### config.mk
export PLATFORM = sky130hd
export DESIGN_NAME = pause_tx_ctrl
export DESIGN_NICKNAME = d
export VERILOG_FILES = /design/src/rtl/pause_pkg.sv /design/src/rtl/pfc_regs.sv /design/src/rtl/pfc_crc32.sv /design/src/rtl/pfc_frame_gen.sv /design/src/rtl/pause_tx_ctrl.sv
export SDC_FILE = /design/constraint.sdc
export NUM_CORES = 1
export LEC_CHECK = 0
export BUFFER_PORTS_ARGS = -buffer_cell sky130_fd_sc_hd__buf_4
export CORE_MARGIN = 5
export CORE_UTILIZATION = 53
export CTS_BUF_LIST = sky130_fd_sc_hd__clkbuf_8
export CTS_CLUSTER_DIAMETER = 50
export DETAILED_ROUTE_END_ITERATION = 8
export PLACE_DENSITY = 0.86
export SYNTH_ARGS = -nofsm -noshare
export SYNTH_HDL_FRONTEND = slang
export SYNTH_SLANG_ARGS = --single-unit
### constraint.sdc
create_clock -name clk -period 4.2 [get_ports clk]
set_clock_uncertainty 0.05 [all_clocks]
set_input_delay 0.84 -clock clk [delete_from_list [all_inputs] [get_ports clk]]
set_output_delay 0.84 -clock clk [all_outputs]
set_load 0.01 [all_outputs]
### src/rtl/pause_pkg.sv
package pause_pkg;

    localparam int unsigned REG_W        = 32;
    localparam int unsigned PT_W         = 16;
    localparam int unsigned ADDR_W       = 48;
    localparam int unsigned MIN_BYTES    = 60;
    localparam int unsigned FCS_BYTES    = 4;
    localparam int unsigned FRAME_BYTES  = MIN_BYTES + FCS_BYTES;
    localparam int unsigned CNT_W        = $clog2(FRAME_BYTES);
    localparam logic [31:0] CRC_POLY     = 32'hEDB8_8320;
    localparam logic [31:0] CRC_SEED     = 32'hFFFF_FFFF;

    // Register bit positions
    localparam int unsigned BIT_BUSY  = 0;
    localparam int unsigned BIT_FLOW  = 1;
    localparam int unsigned BIT_PASS  = 2;

    typedef struct packed {
        logic [PT_W-1:0] pause_time;
        logic            pass_ctrl;
        logic            flow_en;
        logic            busy;
        logic            kind_frame;   // 1: busy tracks a frame, 0: tracks jam
    } ctrl_state_t;

    typedef struct packed {
        logic       valid;
        logic       last;
        logic [7:0] data;
    } tx_beat_t;

    function automatic logic [31:0] crc_step(input logic [31:0] c_in, input logic [7:0] d);
        logic [31:0] c;
        c = c_in;
        for (int b = 0; b < 8; b++) begin
            c = (c[0] ^ d[b]) ? ((c >> 1) ^ CRC_POLY) : (c >> 1);
        end
        return c;
    endfunction

    function automatic logic [7:0] body_byte(input logic [CNT_W-1:0] idx,
                                             input logic [ADDR_W-1:0] sa,
                                             input logic [PT_W-1:0] pt);
        logic [7:0] v;
        case (idx)
            CNT_W'(0):  v = 8'h01;
            CNT_W'(1):  v = 8'h80;
            CNT_W'(2):  v = 8'hC2;
            CNT_W'(3):  v = 8'h00;
            CNT_W'(4):  v = 8'h00;
            CNT_W'(5):  v = 8'h01;
            CNT_W'(6):  v = sa[47:40];
            CNT_W'(7):  v = sa[39:32];
            CNT_W'(8):  v = sa[31:24];
            CNT_W'(9):  v = sa[23:16];
            CNT_W'(10): v = sa[15:8];
            CNT_W'(11): v = sa[7:0];
            CNT_W'(12): v = 8'h88;
            CNT_W'(13): v = 8'h08;
            CNT_W'(14): v = 8'h00;
            CNT_W'(15): v = 8'h01;
            CNT_W'(16): v = pt[15:8];
            CNT_W'(17): v = pt[7:0];
            default:    v = 8'h00;
        endcase
        return v;
    endfunction

endpackage

### src/rtl/pfc_regs.sv
module pfc_regs
    import pause_pkg::*;
(
    input  logic             clk,
    input  logic             rst,
    input  logic             wr,
    input  logic [REG_W-1:0] wdata,
    input  logic             full_duplex,
    input  logic             tx_enable,
    input  logic             frame_done,
    output ctrl_state_t      st
);
    always_ff @(posedge clk) begin
        if (rst) begin
            st <= '0;
        end else if (st.busy) begin
            if (st.kind_frame) begin
                if (frame_done) st.busy <= 1'b0;
            end else if (full_duplex || (wr && !wdata[BIT_BUSY])) begin
                st.busy <= 1'b0;
            end
        end else if (wr) begin
            st.pause_time <= wdata[REG_W-1 -: PT_W];
            st.pass_ctrl  <= wdata[BIT_PASS];
            st.flow_en    <= wdata[BIT_FLOW];
            if (wdata[BIT_BUSY] && tx_enable) begin
                st.busy       <= 1'b1;
                st.kind_frame <= full_duplex;
            end
        end
    end
endmodule

### src/rtl/pfc_crc32.sv
module pfc_crc32
    import pause_pkg::*;
(
    input  logic        clk,
    input  logic        rst,
    input  logic        init,
    input  logic        step,
    input  logic [7:0]  din,
    output logic [31:0] crc
);
    always_ff @(posedge clk) begin
        if (rst || init) crc <= CRC_SEED;
        else if (step)   crc <= crc_step(crc, din);
    end
endmodule

### src/rtl/pfc_frame_gen.sv
module pfc_frame_gen
    import pause_pkg::*;
(
    input  logic              clk,
    input  logic              rst,
    input  logic              busy_frame,
    input  logic              tx_enable,
    input  logic              tx_grant,
    input  logic [ADDR_W-1:0] station_addr,
    input  logic [PT_W-1:0]   pause_time,
    output logic              tx_req,
    output tx_beat_t          beat
);
    localparam logic [CNT_W-1:0] LAST_IDX = CNT_W'(FRAME_BYTES - 1);
    localparam logic [CNT_W-1:0] BODY_END = CNT_W'(MIN_BYTES);

    logic             sending;
    logic [CNT_W-1:0] cnt;
    logic             start;
    logic             in_body;
    logic [31:0]      crc;
    logic [31:0]      fcs;
    logic [CNT_W-1:0] fcs_off;
    logic [7:0]       body;

    assign start   = busy_frame && tx_enable && tx_grant && !sending;
    assign tx_req  = (busy_frame && tx_enable) || sending;
    assign in_body = cnt < BODY_END;

    always_ff @(posedge clk) begin
        if (rst) begin
            sending <= 1'b0;
            cnt     <= '0;
        end else if (start) begin
            sending <= 1'b1;
            cnt     <= '0;
        end else if (sending) begin
            if (cnt == LAST_IDX) sending <= 1'b0;
            else                 cnt <= cnt + 1'b1;
        end
    end

    assign body = body_byte(cnt, station_addr, pause_time);

    pfc_crc32 u_crc (
        .clk  (clk),
        .rst  (rst),
        .init (start),
        .step (sending && in_body),
        .din  (body),
        .crc  (crc)
    );

    assign fcs     = ~crc;
    assign fcs_off = cnt - BODY_END;

    always_comb begin
        beat.valid = sending;
        beat.last  = sending && (cnt == LAST_IDX);
        beat.data  = '0;
        if (sending) beat.data = in_body ? body : fcs[8*fcs_off[1:0] +: 8];
    end
endmodule

### src/rtl/pause_tx_ctrl.sv
module pause_tx_ctrl
    import pause_pkg::*;
(
    input  logic              clk,
    input  logic              rst,
    input  logic              reg_wr,
    input  logic [REG_W-1:0]  reg_wdata,
    output logic [REG_W-1:0]  reg_rdata,
    input  logic              full_duplex,
    input  logic              tx_enable,
    input  logic [ADDR_W-1:0] station_addr,
    output logic              flow_en,
    output logic              pass_ctrl,
    output logic              jam_req,
    output logic              tx_req,
    input  logic              tx_grant,
    output logic              tx_valid,
    output logic [7:0]        tx_data,
    output logic              tx_last
);
    ctrl_state_t st;
    tx_beat_t    beat;

    pfc_regs u_regs (
        .clk         (clk),
        .rst         (rst),
        .wr          (reg_wr),
        .wdata       (reg_wdata),
        .full_duplex (full_duplex),
        .tx_enable   (tx_enable),
        .frame_done  (beat.last),
        .st          (st)
    );

    pfc_frame_gen u_gen (
        .clk          (clk),
        .rst          (rst),
        .busy_frame   (st.busy && st.kind_frame),
        .tx_enable    (tx_enable),
        .tx_grant     (tx_grant),
        .station_addr (station_addr),
        .pause_time   (st.pause_time),
        .tx_req       (tx_req),
        .beat         (beat)
    );

    always_comb begin
        reg_rdata                     = '0;
        reg_rdata[REG_W-1 -: PT_W]    = st.pause_time;
        reg_rdata[BIT_PASS]           = st.pass_ctrl;
        reg_rdata[BIT_FLOW]           = st.flow_en;
        reg_rdata[BIT_BUSY]           = st.busy;
    end

    assign flow_en   = st.flow_en;
    assign pass_ctrl = st.pass_ctrl;
    assign jam_req   = st.busy && !st.kind_frame && !full_duplex && tx_enable;
    assign tx_valid  = beat.valid;
    assign tx_data   = beat.data;
    assign tx_last   = beat.last;
endmodule

# After elaboration in Yosys (flattened, before gate mapping)

Index checks and enable logic that the tools add are counted.

Register bits: 59
Bits in latches: 0
RAM bits: 0
ROM bits: 0
Input port bits: 86
Word-level logic and storage cells: 90
Memories kept: 0

Add/sub/neg operators: 2
Multiply operators: 0
Div/mod/pow operators: 0
Magnitude comparators: 1
Equality and inequality tests: 15
Shift operators: 1
Mux-type cells: 20
Bitwise operators: 19
Reduce and logical (&&, ||, !) cells: 24

Operators with widths:

| kind                | number |
|---|---|
| $mux 32             | 8 |
| $not 13->14         | 8 |
| $pmux 8 s13         | 1 |
| $eq 6x4->1 const B  | 7 |
| $not 32->32         | 1 |
| $shiftx 32x6->8     | 1 |
| $eq 6x3->1 const B  | 3 |
| $mux 8              | 2 |
| $eq 6x5->1 const B  | 2 |
| $logic_and 1x1->1   | 11 |
| $xor 1x1->1         | 8 |
| $mux 1              | 7 |
| $add 6x1->6 const B | 1 |
| $eq 6x1->1 const B  | 1 |
| $eq 6x2->1 const B  | 1 |
| $eq 6x6->1 const B  | 1 |
| $logic_not 6->1     | 1 |
| $lt 6x6->1 const B  | 1 |
| $logic_not 1->1     | 4 |
| $mux 2              | 2 |
| $reduce_and 2->1    | 2 |
| $logic_or 1x1->1    | 3 |
| $reduce_and 3->1    | 1 |
| $reduce_or 3->1     | 1 |
| other kinds (3)     | 4 |

# Depth between registers and ports, before layout

Gate-level depths: netlist of run 1.

Word-level depth: 19
Gate-level depth with buffers: 13
Mapped depth without buffers: 10

# Modules after synthesis

Synthesis of run 1 repeated with hierarchy kept, for this count alone.

Cell total of the unflattened synthesis: 471
Area, all modules: 4352.9 um2

Modules (own cells, without submodules):

| module        | times used | cells an instance | area an instance (um2) | seq. area each (um2) |
|---|---|---|---|---|
| pfc_crc32     | 1          | 180               | 2037.0                 | 640.6 |
| pfc_frame_gen | 1          | 183               | 1375.1                 | 140.1 |
| pfc_regs      | 1          | 90                | 804.5                  | 400.4 |
| pause_tx_ctrl | 1          | 18                | 136.4                  | 0.0 |

# Worst setup path before layout of run 1

Ideal clock, no wire load.

Path kind: register to register
Start: reg u_gen.cnt[0]
End: reg u_gen.u_crc.crc[5]
Library setup time: 0.131 ns
Arrival time: 3.327 ns
Data required time: 4.019 ns
Slack: 0.692 ns
Stages on the path, launching flop included: 14
Clock period less this slack: 3.508 ns
Path through: dfxtp_1 -> clkbuf_1 -> inv_1 -> ha_1 -> clkbuf_1 -> clkbuf_1 -> or3b_1 -> nand4_1 -> nand4_1 -> xor2_2 -> xnor2_1 -> xor2_1 -> xnor2_1 -> o21ai_0

Cells in the longest elaborated chain, start to end: 12
Elaborated cells on any way between the ends: 32

RTL lines:

| item                               | RTL line            | source |
|---|---|---|
| from (decl)                        | pfc_frame_gen.sv:18 | `logic [CNT_W-1:0] cnt;` |
| from (signal assigned)             | pfc_frame_gen.sv:39 | `else cnt <= cnt + 1'b1;` |
| $eq 6x3->1 (tied with other cells) | pause_pkg.sv:45     | `case (idx)` |
| $reduce_or 3->1 (no source line)   | n/a                 |  |
| $pmux 8 s13                        | pause_pkg.sv:45     |  |
| $xor 1x1->1                        | pause_pkg.sv:36     | `c = (c[0] ^ d[b]) ? ((c >> 1) ^ CRC_POLY) : (c >> 1);` |
| $mux 32 (6 in series)              | pause_pkg.sv:36     |  |
| $xor 1x1->1                        | pause_pkg.sv:36     |  |
| $mux 32                            | pause_pkg.sv:36     |  |
| to (signal assigned)               | pfc_crc32.sv:13     | `else if (step) crc <= crc_step(crc, din);` |
| to (decl)                          | pfc_crc32.sv:9      | `output logic [31:0] crc` |

Parallel ways exist; a longest one is shown, timed or not.
A chain may end at the register's enable or synchronous reset.

# Final worst setup path of run 1

Start: reg u_gen.cnt[0]
End: out tx_data[7]

Cells in the longest elaborated chain, start to end: 5
Elaborated cells on any way between the ends: 22

RTL lines:

| item                                                                | RTL line            | source |
|---|---|---|
| parallel branches: the longest is 3 deep, another holds $sub 2x1->2 | n/a                 |  |
| $mux 8 * (2 in series)                                              | pfc_frame_gen.sv:61 | `if (sending) beat.data = in_body ? body : fcs[8*fcs_off[1:0] +: 8];` |
| to (decl)                                                           | pause_tx_ctrl.sv:18 | `output logic [7:0] tx_data,` |

Mark *: on every way between the ends.

==> implementation parameters, run 1 <==
Parameter                              Value

STA
  Slew Limit Headroom ... 48.4%
  Setup repair after global routing missed its margin ... no
  FMAX ... about 260 MHz
  Post-route clock period utilization ... 92.3%
  Count of final max-slew check failures ... 0
  Final Setup Violations ... 0
  WHS ... 0.426 ns
  Number of hold violations in the final report ... 0
  Setup Total Neg Slack ... 0 ns
  Slew at the pin with the worst max-slew slack ... 0.774 ns
  Period minus WS final ... 3.88 ns

Hold path
  Worst Hold Endpoint ... u_regs.st[18]
  Worst hold path class ... reg -> reg
  Hold Startpoint ... u_regs.st[18]
  Hold path depth ... 2

Pwr
  Static power due to leakage ... 2.09 nW
  Total net switching power ... 0.290 mW
  Areal power density over the cells ... 254 mW/mm2
  Worst vdd rail ir drop ... 0.211 mV
  Comb pwr share ... 10.4%
  Fraction of power spent switching nets ... a little under a quarter
  Sequential power share ... 46.5%
  Pint ... 0.960 mW
  Clk network pwr share ... 43.1%

Setup path
  Critical path capture point type ... output pin
  Crit Path Max Fanout ... 13
  Worst reg2reg path endpoint ... u_gen.u_crc.crc[19]
  Worst Path Required ... 3.31 ns
  CP Class ... reg -> out
  CP startpoint ... u_gen.cnt[0]
  Slack of the worst reg-to-reg path ... 0.49 ns
  Depth of the worst register-to-register path ... 10
  Beginning of the worst register-to-register path ... u_gen.cnt[0]
  Data arrival time of the worst path ... roughly 3.0 ns
  Element type at the critical path start ... register

Route
  Drt first pass iters ... 5
  Drt drc ... 0
  Initial DRC count ... 243
  Detail-routed net length per standard cell ... 17.2 um
  Number of nets with antenna violations after routing ... 0
  Total wire length after detailed routing ... 11200 um
  Vias per cell ... between 5 and 6
  Number of vias after detailed routing ... 3776

Clock network
  TritonCTS buffer count ... 9
  Clock latency of the later-clocked register in the worst-skew pair ... 0.34 ns
  Clock tree from TritonCTS ... done
  Post-CTS sizing ... 0
  Clock-pin slew on the worst setup and hold paths ... 0.07 ns
  Sinks on the clock net ... 59
  Maximum level of the CTS H-tree ... 3
  Clk Tree Root Cell ... sky130_fd_sc_hd__clkbuf_8
  Longest Clk Path Bufs ... 2
  Post-CTS setup buffer count ... 0
  CTS Hold Buffers Added ... 0

Global routing
  GRT Util Overall ... 23.3%
  Remaining global-route overflow ... 0
  Vias in the first global route ... roughly 3700
  Initial antenna violation count ... 0
  Largest net degree at the start of global routing ... 63
  Global-route wire length before repair ... 18200 um

Finish
  Top library cells by usage in the layout, fill and taps aside ... 116 x sky130_fd_sc_hd__buf_4, 73 x sky130_fd_sc_hd__nand2_1, 59 x sky130_fd_sc_hd__dfxtp_1, 42 x sky130_fd_sc_hd__xnor2_1, 30 x sky130_fd_sc_hd__a21oi_1
  Non-filler cells in the finished layout ... 649
  Most common library cell in the layout ignoring fill and taps ... sky130_fd_sc_hd__buf_4
  Fraction of final layout cells with drive strength greater than 1 ... roughly 28%
  Fill cell instance count of the final layout ... 586
  Area used by multi-input combinational logic ... 0.00250 mm2
  # diodes ... 0
  Final net count ... 635
  Layout area overhead ... 21.5%
  Footprint of the flip-flops and latches ... 0.00118 mm2

Die
  Effective utilization at floorplan ... 55.2%
  Overall die width ... 97.4 um
  Total die area ... 0.00949 mm2
  Area inside the core boundary ... 0.00733 mm2
  Die Y-Extent ... 97.4 um
  IO Count ... between 100 and 150
  FP Rows ... 31

Logic synthesis
  Most used flip-flop cell after synthesis ... sky130_fd_sc_hd__dfxtp_1
  Total of warnings raised by yosys ... 0
  Synthesized instance count ... ~470
  Register area share after synthesis ... 29.2%
  Cell Area, Synth ... 0.00405 mm2
  Number of distinct library cell variants in the gate-level netlist after synthesis ... 57
  Register bit total from synthesis ... 59
  Post-Syn Area per Cell ... 8.60 um2
  Number of flops mapped to enable cells by yosys ... 0
  Fraction of registers with async set/reset ... 0%

Job
  Max-capacitance violation count ... 0

Status
  Run status ... finished clean

Place
  Port Buffers ... 105
  HPWL after detailed placement ... roughly 8300 um
  Total instance count after detailed placement ... approximately 630
  Final GP Congestion ... 0.869
how the worst max path moves through the flow:
stage                                     end  cells after the start
after floorplan            u_gen.u_crc.crc[5]                     13
after global placement    u_gen.u_crc.crc[19]                     10
after detailed placement  u_gen.u_crc.crc[19]                     11
after CTS                          tx_data[7]                      9
after global routing               tx_data[7]                      9
final                              tx_data[7]                      9
power by group through the flow:
stage               Combinational, mW  Sequential [mW]  Clock (mW)
CTS                             0.130            0.581       0.544
detailed placement              0.129            0.593           0
global route                    0.140            0.582       0.572
global placement                0.126            0.593           0
finish                          0.130            0.581       0.539
floorplan                      0.0714            0.591           0
synth_stat cells, types with 2 or more instances:
cell	n	share of area, %
sky130_fd_sc_hd__nor2b_1	3	0.46
sky130_fd_sc_hd__inv_1	9	0.83
sky130_fd_sc_hd__nand3_1	14	1.7
sky130_fd_sc_hd__clkbuf_1	26	2.4
sky130_fd_sc_hd__o21a_1	5	0.93
sky130_fd_sc_hd__buf_4	32	5.9
sky130_fd_sc_hd__nand2b_1	3	0.46
sky130_fd_sc_hd__nand2_1	73	6.8
sky130_fd_sc_hd__a221oi_1	2	0.43
sky130_fd_sc_hd__a222oi_1	2	0.49
sky130_fd_sc_hd__and3_1	3	0.46
sky130_fd_sc_hd__o211ai_2	2	0.62
sky130_fd_sc_hd__a22oi_1	11	2.0
sky130_fd_sc_hd__mux4_2	8	4.4
sky130_fd_sc_hd__xnor2_1	42	9.1
sky130_fd_sc_hd__o211ai_1	29	5.4
sky130_fd_sc_hd__nor2_1	18	1.7
sky130_fd_sc_hd__a22o_1	6	1.3
sky130_fd_sc_hd__nand4_1	5	0.77
sky130_fd_sc_hd__dfxtp_1	59	29
sky130_fd_sc_hd__or4b_1	2	0.49
sky130_fd_sc_hd__ha_1	4	1.2
sky130_fd_sc_hd__xor2_2	4	1.6
sky130_fd_sc_hd__a21o_1	3	0.56
sky130_fd_sc_hd__a21oi_1	30	3.7
sky130_fd_sc_hd__and2_1	3	0.46
sky130_fd_sc_hd__buf_2	4	0.49
sky130_fd_sc_hd__xor2_4	2	1.4
sky130_fd_sc_hd__xor2_1	19	4.1
sky130_fd_sc_hd__a32oi_1	3	0.65
sky130_fd_sc_hd__nor4b_2	2	0.74
sky130_fd_sc_hd__xnor2_2	6	2.4
sky130_fd_sc_hd__buf_1	2	0.19
sky130_fd_sc_hd__a211oi_1	3	0.56
sky130_fd_sc_hd__o21ai_0	8	0.99
sky130_fd_sc_hd__or3_1	2	0.31
sky130_fd_sc_hd__and3b_1	2	0.43
cell type report:
| class | count | share of cell area [%] |
|---|---|---|
| tap | 99 | 2.52 |
| clock buffer | 12 | 3.36 |
| sequential | 59 | 24.0 |
| timing repair buffer | 116 | 17.7 |
| clock inverter | 4 | 0.839 |
| multi-input combinational | 350 | 50.9 |
| inverter | 9 | 0.687 |
flip-flops by register name, summed over array words and instances, names as in the netlist:
signal,count
u_gen.cnt,6
u_gen.sending,1
u_gen.u_crc.crc,32
u_regs.st,20
critical path, stage by stage (launching register included):
cell,delay (ns)
sky130_fd_sc_hd__dfxtp_1,0.60
sky130_fd_sc_hd__inv_1,0.18
sky130_fd_sc_hd__ha_1,0.33
sky130_fd_sc_hd__buf_4,0.23
sky130_fd_sc_hd__a222oi_1,0.33
sky130_fd_sc_hd__nor2_1,0.07
sky130_fd_sc_hd__a311oi_1,0.43
sky130_fd_sc_hd__o21ai_0,0.17
sky130_fd_sc_hd__and2_1,0.19
sky130_fd_sc_hd__buf_4,0.14
routing by layer:
metal / global-route usage [%] / part of all wire [%]
met1: 30.2 / 41
met2: 38.6 / 50
met5: 0 / 0
met4: 6.92 / 1.9
met3: 5.31 / 7.1
cells by family after synthesis:
group	share of synthesized area (%)
muxes	4.70
xor gates and xnor gates	19.1
and+or+nand+nor	16.6
other	0.0926
adders and majority gates	1.24
AOI/OAI and AO/OA	18.9
DFF	29.2
buffers and inverters	10.1
stage by stage:
step	cell area [um2]	setup WS [ns]	utilization (%)	total power, mW
2_1_floorplan	4090	0.692	-	0.662
3_3_place_gp	4710	0.647	64.3	0.719
3_5_place_dp	4710	0.512	64.3	0.723
4_1_cts	4920	0.281	67.1	1.25
5_1_grt	4920	0.0664	67.1	1.29
6_report	4920	0.322	67.1	1.25
Power figures use the tool's default switching activity.
==> run 2, diff against run 1 <==
PLACE_DENSITY = 0.83   (was 0.86)
==> run 2 against run 1 <==
Design area barely moved. Core utilization decreased by 0.051 points. Routed wire length decreased by 1.3%. Critical endpoint unchanged. Largest power group unchanged. Highest routed layer unchanged.
==> implementation parameters, run 2 (synthesis results as in run 1) <==
Parameter                              Value

Status
  Run status ... finished clean (unchanged)

Place
  Total instance count after detailed placement ... 634 (was 633)
  Pre-CTS setup slack ... 0.439 ns (was 0.512 ns)
  Port Buffers ... 105 (unchanged)
  Placed Area ... 0.00472 mm2 (was 0.00471 mm2)
  Final GP Congestion ... 0.853 (was 0.869)
  HPWL after detailed placement ... 8160 um (was 8330 um)

Clock network
  TritonCTS buffer count ... 9 (unchanged)
  Sinks on the clock net ... 59 (unchanged)
  Clk Tree Root Cell ... sky130_fd_sc_hd__clkbuf_8 (unchanged)
  Clock latency of the later-clocked register in the worst-skew pair ... 0.35 ns (was 0.34 ns)
  Clock-pin slew on the worst setup and hold paths ... 0.07 ns (about the same)
  Clock tree from TritonCTS ... done (unchanged)
  Maximum level of the CTS H-tree ... 3 (unchanged)
  Post-CTS setup buffer count ... 0 (unchanged)
  Longest Clk Path Bufs ... 2 (unchanged)

Route
  Number of vias after detailed routing ... 3708 (was 3776)
  Vias per cell ... 5.70 (was 5.82)
  Detail-routed net length per standard cell ... 17.0 um (was 17.2 um)
  Number of nets with antenna violations after routing ... 0 (unchanged)
  Total wire length after detailed routing ... 11000 um (was 11200 um)
  Drt drc ... 0 (unchanged)
  Initial DRC count ... 265 (was 243)
  Drt first pass iters ... 5 (unchanged)

Die
  Area inside the core boundary ... 0.00733 mm2 (unchanged)
  FP Rows ... 31 (unchanged)
  Overall die width ... 97.4 um (unchanged)
  Effective utilization at floorplan ... 55.2% (unchanged)
  IO Count ... 132 (unchanged)
  Die Y-Extent ... 97.4 um (unchanged)
  Total die area ... 0.00949 mm2 (unchanged)

Hold path
  Worst hold path class ... reg -> reg (unchanged)
  Hold path depth ... 2 (unchanged)

Pwr
  Static power due to leakage ... 2.09 nW (about the same)
  Areal power density over the cells ... 250 mW/mm2 (was 254 mW/mm2)
  Worst vdd rail ir drop ... 0.166 mV (was 0.211 mV)

Global routing
  Global-route wire length before repair ... 17900 um (was 18200 um)
  Largest net degree at the start of global routing ... 63 (unchanged)
  Vias in the first global route ... 3656 (was 3672)
  Initial antenna violation count ... 0 (unchanged)
  Remaining global-route overflow ... 0 (unchanged)
  GRT Util Overall ... 23.1% (was 23.3%)

Finish
  Most flops, register ... u_gen.u_crc.crc (unchanged)
  # diodes ... 0 (unchanged)
  Top library cells by usage in the layout, fill and taps aside ... 117 x sky130_fd_sc_hd__buf_4, 73 x sky130_fd_sc_hd__nand2_1, 58 x sky130_fd_sc_hd__dfxtp_1, 42 x sky130_fd_sc_hd__xnor2_1, 30 x sky130_fd_sc_hd__a21oi_1 (was 116 x sky130_fd_sc_hd__buf_4, 73 x sky130_fd_sc_hd__nand2_1, 59 x sky130_fd_sc_hd__dfxtp_1, 42 x sky130_fd_sc_hd__xnor2_1, 30 x sky130_fd_sc_hd__a21oi_1)
  Most common library cell in the layout ignoring fill and taps ... sky130_fd_sc_hd__buf_4 (unchanged)
  Final std cell area, no fill ... 0.00491 mm2 (was 0.00492 mm2)
  Final net count ... 636 (was 635)
  Largest registers ... u_gen.u_crc.crc: 32 flops, u_regs.st: 20 flops, u_gen.cnt: 6 flops (unchanged)
  Non-filler cells in the finished layout ... 650 (was 649)
  Layout area overhead ... 21.4% (was 21.5%)
  Fraction of final layout cells with drive strength greater than 1 ... 28.9% (was 28.2%)
  Flip-flop count of the largest register, all copies and words added ... 32 (unchanged)

Setup path
  Critical path cell sequence ... inv_1 -> ha_1 -> buf_4 -> a222oi_1 -> nor2_1 -> a311oi_1 -> o21ai_0 -> and2_1 -> buf_4 (unchanged)
  Data arrival time of the worst path ... 2.95 ns (was 2.99 ns)
  Critical path capture point type ... output pin (unchanged)
  Most frequent cell on the critical path ... sky130_fd_sc_hd__buf_4 (unchanged)
  Slowest cell on the critical path ... sky130_fd_sc_hd__dfxtp_1 (unchanged)
  CP Class ... reg -> out (unchanged)
  Depth of the worst register-to-register path ... 11 (was 10)
  Peak per-stage delay on the critical path ... 0.54 ns (was 0.60 ns)
  Crit Path Max Fanout ... 12 (was 13)
  Element type at the critical path start ... register (unchanged)
  Worst Path Required ... 3.31 ns (about the same)

STA
  Final setup margin ... 0.363 ns (was 0.322 ns)
  Post-route clock period utilization ... 91.4% (was 92.3%)
  Slew at the pin with the worst max-slew slack ... 0.753 ns (was 0.774 ns)
  Final Setup Violations ... 0 (unchanged)
  Number of hold violations in the final report ... 0 (unchanged)
  Slew Limit Headroom ... 49.8% (was 48.4%)
  Period minus WS final ... 3.84 ns (was 3.88 ns)
  FMAX ... 261 MHz (was 258 MHz)
  Setup repair after global routing missed its margin ... no (unchanged)
  WHS ... 0.430 ns (was 0.426 ns)
  Setup Total Neg Slack ... 0 ns (unchanged)
  Count of final max-slew check failures ... 0 (unchanged)

Job
  Max-capacitance violation count ... 0 (unchanged)
-- run 2: cell count changes in the layout (fill, tap and decap cells not counted), sizes merged --
cell	before	now
clkbuf	12	10
inv	12	10
buf	116	117
clkinvlp	0	1
clkinv	0	3
-- run 2: final cells by class --
| cell class | count | area (um2) |
|---|---|---|
| Clock buffer | 10 | 138 |
| Tap cell | 99 | 124 |
| Fill cell | 575 | 2420 |
| Multi-Input combinational cell | 350 | 2500 |
| Inverter | 9 | 33.8 |
| Sequential cell | 59 | 1180 |
| Timing Repair Buffer | 117 | 878 |
| Clock inverter | 6 | 56.3 |
-- run 2: repair_timing --
action / CTS / global route
resized for setup: 0 / 1
setup endpoints to repair: 0 / 1
hold buffers: 0 / 0
-- run 2: report_power, final --
part           switching [mW]  internal (mW)  leakage, nW  total [mW]
clock network           0.231          0.285        0.103       0.516
logic                  0.0571         0.0722         1.50       0.129
registers              0.0110          0.571        0.481       0.582
-- run 2: routing by layer --
layer	vias up	track usage (%)	share of wire (%)
met5	-	0	0
met4	0	9.48	2.8
met3	29	4.81	7.4
met2	161	38.3	49
met1	1768	29.3	41
li1	1750	-	-
-- run 2: final timing paths --
kind                start             endpoint  slack [ns]
max          u_gen.cnt[0]           tx_data[7]        0.36
min          u_regs.st[3]         u_regs.st[3]        0.43
max reg2reg  u_gen.cnt[0]  u_gen.u_crc.crc[26]        0.56
min reg2reg  u_regs.st[3]         u_regs.st[3]        0.43
-- run 2: through the flow --
| step | utilization (%) | power, mW |
|---|---|---|
| after floorplan | - | 0.662 |
| after global placement | 64.4 | 0.719 |
| after detailed placement | 64.4 | 0.723 |
| after CTS | 67.0 | 1.24 |
| after global routing | 67.0 | 1.28 |
| final | 67.0 | 1.23 |
-- run 2: worst max-delay path: cells and delay by family (launching register included) --
kind                       cells  cell delay, ns
and+or+nand+nor                2            0.26
AOI/OAI and AO/OA              3            0.97
DFF                            1            0.54
adders and majority gates      1            0.32
buffers and inverters          3            0.53
==> run 3, diff against run 2 <==
CELL_PAD_IN_SITES_DETAIL_PLACEMENT = 0   (was not set)
CELL_PAD_IN_SITES_GLOBAL_PLACEMENT = 1   (was not set)
CORE_UTILIZATION = 38   (was 53)
PLACE_DENSITY = not set   (was 0.83)
PLACE_DENSITY_LB_ADDON = 0.1   (was not set)
==> run 3 against run 2 <==
Worst hold slack worse by 0.0035 ns. Flip-flop and latch count unchanged. Via count down 5.8%.
==> implementation parameters, run 3 (synthesis results as in run 1) <==
Parameter                              Value

Finish
  Fraction of final layout cells with drive strength greater than 1 ... 29.0% (was 28.9%)
  Most common library cell in the layout ignoring fill and taps ... sky130_fd_sc_hd__buf_4 (unchanged)
  Flip-flop count of the largest register, all copies and words added ... 32 (unchanged)
  Final net count ... 641 (was 636)
  Non-filler cells in the finished layout ... 691 (was 650)
  Footprint of the flip-flops and latches ... 0.00118 mm2 (about the same)
  Largest registers ... u_gen.u_crc.crc: 32 flops, u_regs.st: 20 flops, u_gen.cnt: 6 flops (unchanged)
  Fill cell instance count of the final layout ... 1035 (was 575)
  Final std cell area, no fill ... 0.00500 mm2 (was 0.00491 mm2)
  Top library cells by usage in the layout, fill and taps aside ... 122 x sky130_fd_sc_hd__buf_4, 73 x sky130_fd_sc_hd__nand2_1, 59 x sky130_fd_sc_hd__dfxtp_1, 42 x sky130_fd_sc_hd__xnor2_1, 30 x sky130_fd_sc_hd__a21oi_1 (was 117 x sky130_fd_sc_hd__buf_4, 73 x sky130_fd_sc_hd__nand2_1, 58 x sky130_fd_sc_hd__dfxtp_1, 42 x sky130_fd_sc_hd__xnor2_1, 30 x sky130_fd_sc_hd__a21oi_1)
  # diodes ... 0 (unchanged)
  Layout area overhead ... 23.4% (was 21.4%)
  Most flops, register ... u_gen.u_crc.crc (unchanged)
  Area used by multi-input combinational logic ... 0.00250 mm2 (unchanged)

Setup path
  Element type at the critical path start ... register (unchanged)
  Critical path capture point type ... output pin (unchanged)
  Worst Path Required ... 3.31 ns (about the same)
  Data arrival time of the worst path ... 2.67 ns (was 2.95 ns)
  Crit Path Max Fanout ... 18 (was 12)
  CP Class ... reg -> out (unchanged)

STA
  Number of hold violations in the final report ... 0 (unchanged)
  Slew at the pin with the worst max-slew slack ... 0.819 ns (was 0.753 ns)
  Setup repair after global routing missed its margin ... no (unchanged)
  Post-route clock period utilization ... 84.7% (was 91.4%)
  Final Setup Violations ... 0 (unchanged)
  Period minus WS final ... 3.56 ns (was 3.84 ns)
  FMAX ... 281 MHz (was 261 MHz)
  Slew Limit Headroom ... 45.4% (was 49.8%)
  Count of final max-slew check failures ... 0 (unchanged)
  Setup Total Neg Slack ... 0 ns (unchanged)

Job
  Max-capacitance violation count ... 0 (unchanged)

Die
  Area inside the core boundary ... 0.0104 mm2 (was 0.00733 mm2)
  Total die area ... 0.0128 mm2 (was 0.00949 mm2)
  Die Y-Extent ... 113 um (was 97.4 um)
  IO Count ... 132 (unchanged)
  Effective utilization at floorplan ... 39.0% (was 55.2%)
  Overall die width ... 113 um (was 97.4 um)
  FP Rows ... 37 (was 31)

Global routing
  Vias in the first global route ... 3550 (was 3656)
  Largest net degree at the start of global routing ... 63 (unchanged)
  Global-route wire length before repair ... 19300 um (was 17900 um)
  Remaining global-route overflow ... 0 (unchanged)
  Initial antenna violation count ... 0 (unchanged)
  GRT Util Overall ... 18.9% (was 23.1%)

Route
  Number of vias after detailed routing ... 3494 (was 3708)
  Drt drc ... 0 (unchanged)
  Drt first pass iters ... 4 (was 5)
  Vias per cell ... 5.06 (was 5.70)
  Initial DRC count ... 229 (was 265)
  Number of nets with antenna violations after routing ... 0 (unchanged)
  Detail-routed net length per standard cell ... 17.0 um (about the same)
  Total wire length after detailed routing ... 11700 um (was 11000 um)

Place
  Port Buffers ... 105 (unchanged)
  Total instance count after detailed placement ... 676 (was 634)
  Final GP Congestion ... 0.810 (was 0.853)
  HPWL after detailed placement ... 8690 um (was 8160 um)
  Placed Area ... 0.00480 mm2 (was 0.00472 mm2)

Clock network
  Post-CTS setup buffer count ... 0 (unchanged)
  CTS Hold Buffers Added ... 0 (unchanged)
  TritonCTS buffer count ... 9 (unchanged)
  Clk Tree Root Cell ... sky130_fd_sc_hd__clkbuf_8 (unchanged)
  Longest Clk Path Bufs ... 2 (unchanged)
  Clock latency of the later-clocked register in the worst-skew pair ... 0.34 ns (was 0.35 ns)
  Maximum level of the CTS H-tree ... 3 (unchanged)
  Post-CTS sizing ... 0 (unchanged)
  Sinks on the clock net ... 59 (unchanged)
  Clock tree from TritonCTS ... done (unchanged)
  Clock-pin slew on the worst setup and hold paths ... 0.07 ns (about the same)

Pwr
  Worst vdd rail ir drop ... 0.112 mV (was 0.166 mV)
  Areal power density over the cells ... 246 mW/mm2 (was 250 mW/mm2)
  Static power due to leakage ... 2.11 nW (was 2.09 nW)

Hold path
  Worst hold path class ... reg -> reg (unchanged)

Status
  Run status ... finished clean (unchanged)
-- run 3: worst paths after layout --
path	startpoint	cells past startpoint	slack [ns]	end
worst max register to register	u_gen.cnt[0]	10	0.68	u_gen.u_crc.crc[20]
worst max-delay path	u_gen.cnt[0]	9	0.64	tx_data[7]
worst min-delay path	u_regs.st[10]	2	0.43	u_regs.st[10]
worst min register to register	u_regs.st[10]	2	0.43	u_regs.st[10]
-- run 3: layout make-up --
type | count | share of cell area, %
Multi-Input combinational cell | 350 | 50.1
Tap cell | 136 | 3.41
Sequential cell | 59 | 23.6
Clock inverter | 4 | 0.851
Inverter | 9 | 0.676
Timing Repair Buffer | 122 | 18.3
Clock buffer | 11 | 3.03
-- run 3: critical path: stages (launching register included) --
cell	delay (ns)
sky130_fd_sc_hd__dfxtp_1	0.31
sky130_fd_sc_hd__buf_4	0.20
sky130_fd_sc_hd__ha_1	0.49
sky130_fd_sc_hd__a22oi_1	0.30
sky130_fd_sc_hd__o2bb2ai_1	0.12
sky130_fd_sc_hd__a311oi_1	0.31
sky130_fd_sc_hd__buf_4	0.20
sky130_fd_sc_hd__o21ai_0	0.07
sky130_fd_sc_hd__and2_1	0.18
sky130_fd_sc_hd__buf_4	0.14
-- run 3: metrics by stage --
step | total power, mW | setup slack (ns) | hold slack (ns) | util (%)
after global routing | 1.28 | 0.446 | 0.438 | 48.2
final | 1.23 | 0.644 | 0.426 | 48.2
after global placement | 0.723 | 0.736 | 0.409 | 46.3
after CTS | 1.25 | 0.598 | 0.426 | 48.2
after detailed placement | 0.724 | 0.704 | 0.414 | 46.3
after floorplan | 0.662 | 0.692 | 0.389 | -
-- run 3: layer usage --
layer	track usage, %	wire, um	up-vias
met1	27.4	5650	1647
li1	-	-	1756
met5	0	0	-
met3	2.94	565	9
met2	29.4	5440	82
met4	4.81	97	0
-- run 3: report_power, final --
part / internal [mW] / total (mW) / leakage, nW / switching, mW
Clock: 0.298 / 0.521 / 0.108 / 0.223
Combinational: 0.0724 / 0.129 / 1.52 / 0.0570
Sequential: 0.571 / 0.581 / 0.480 / 0.0102
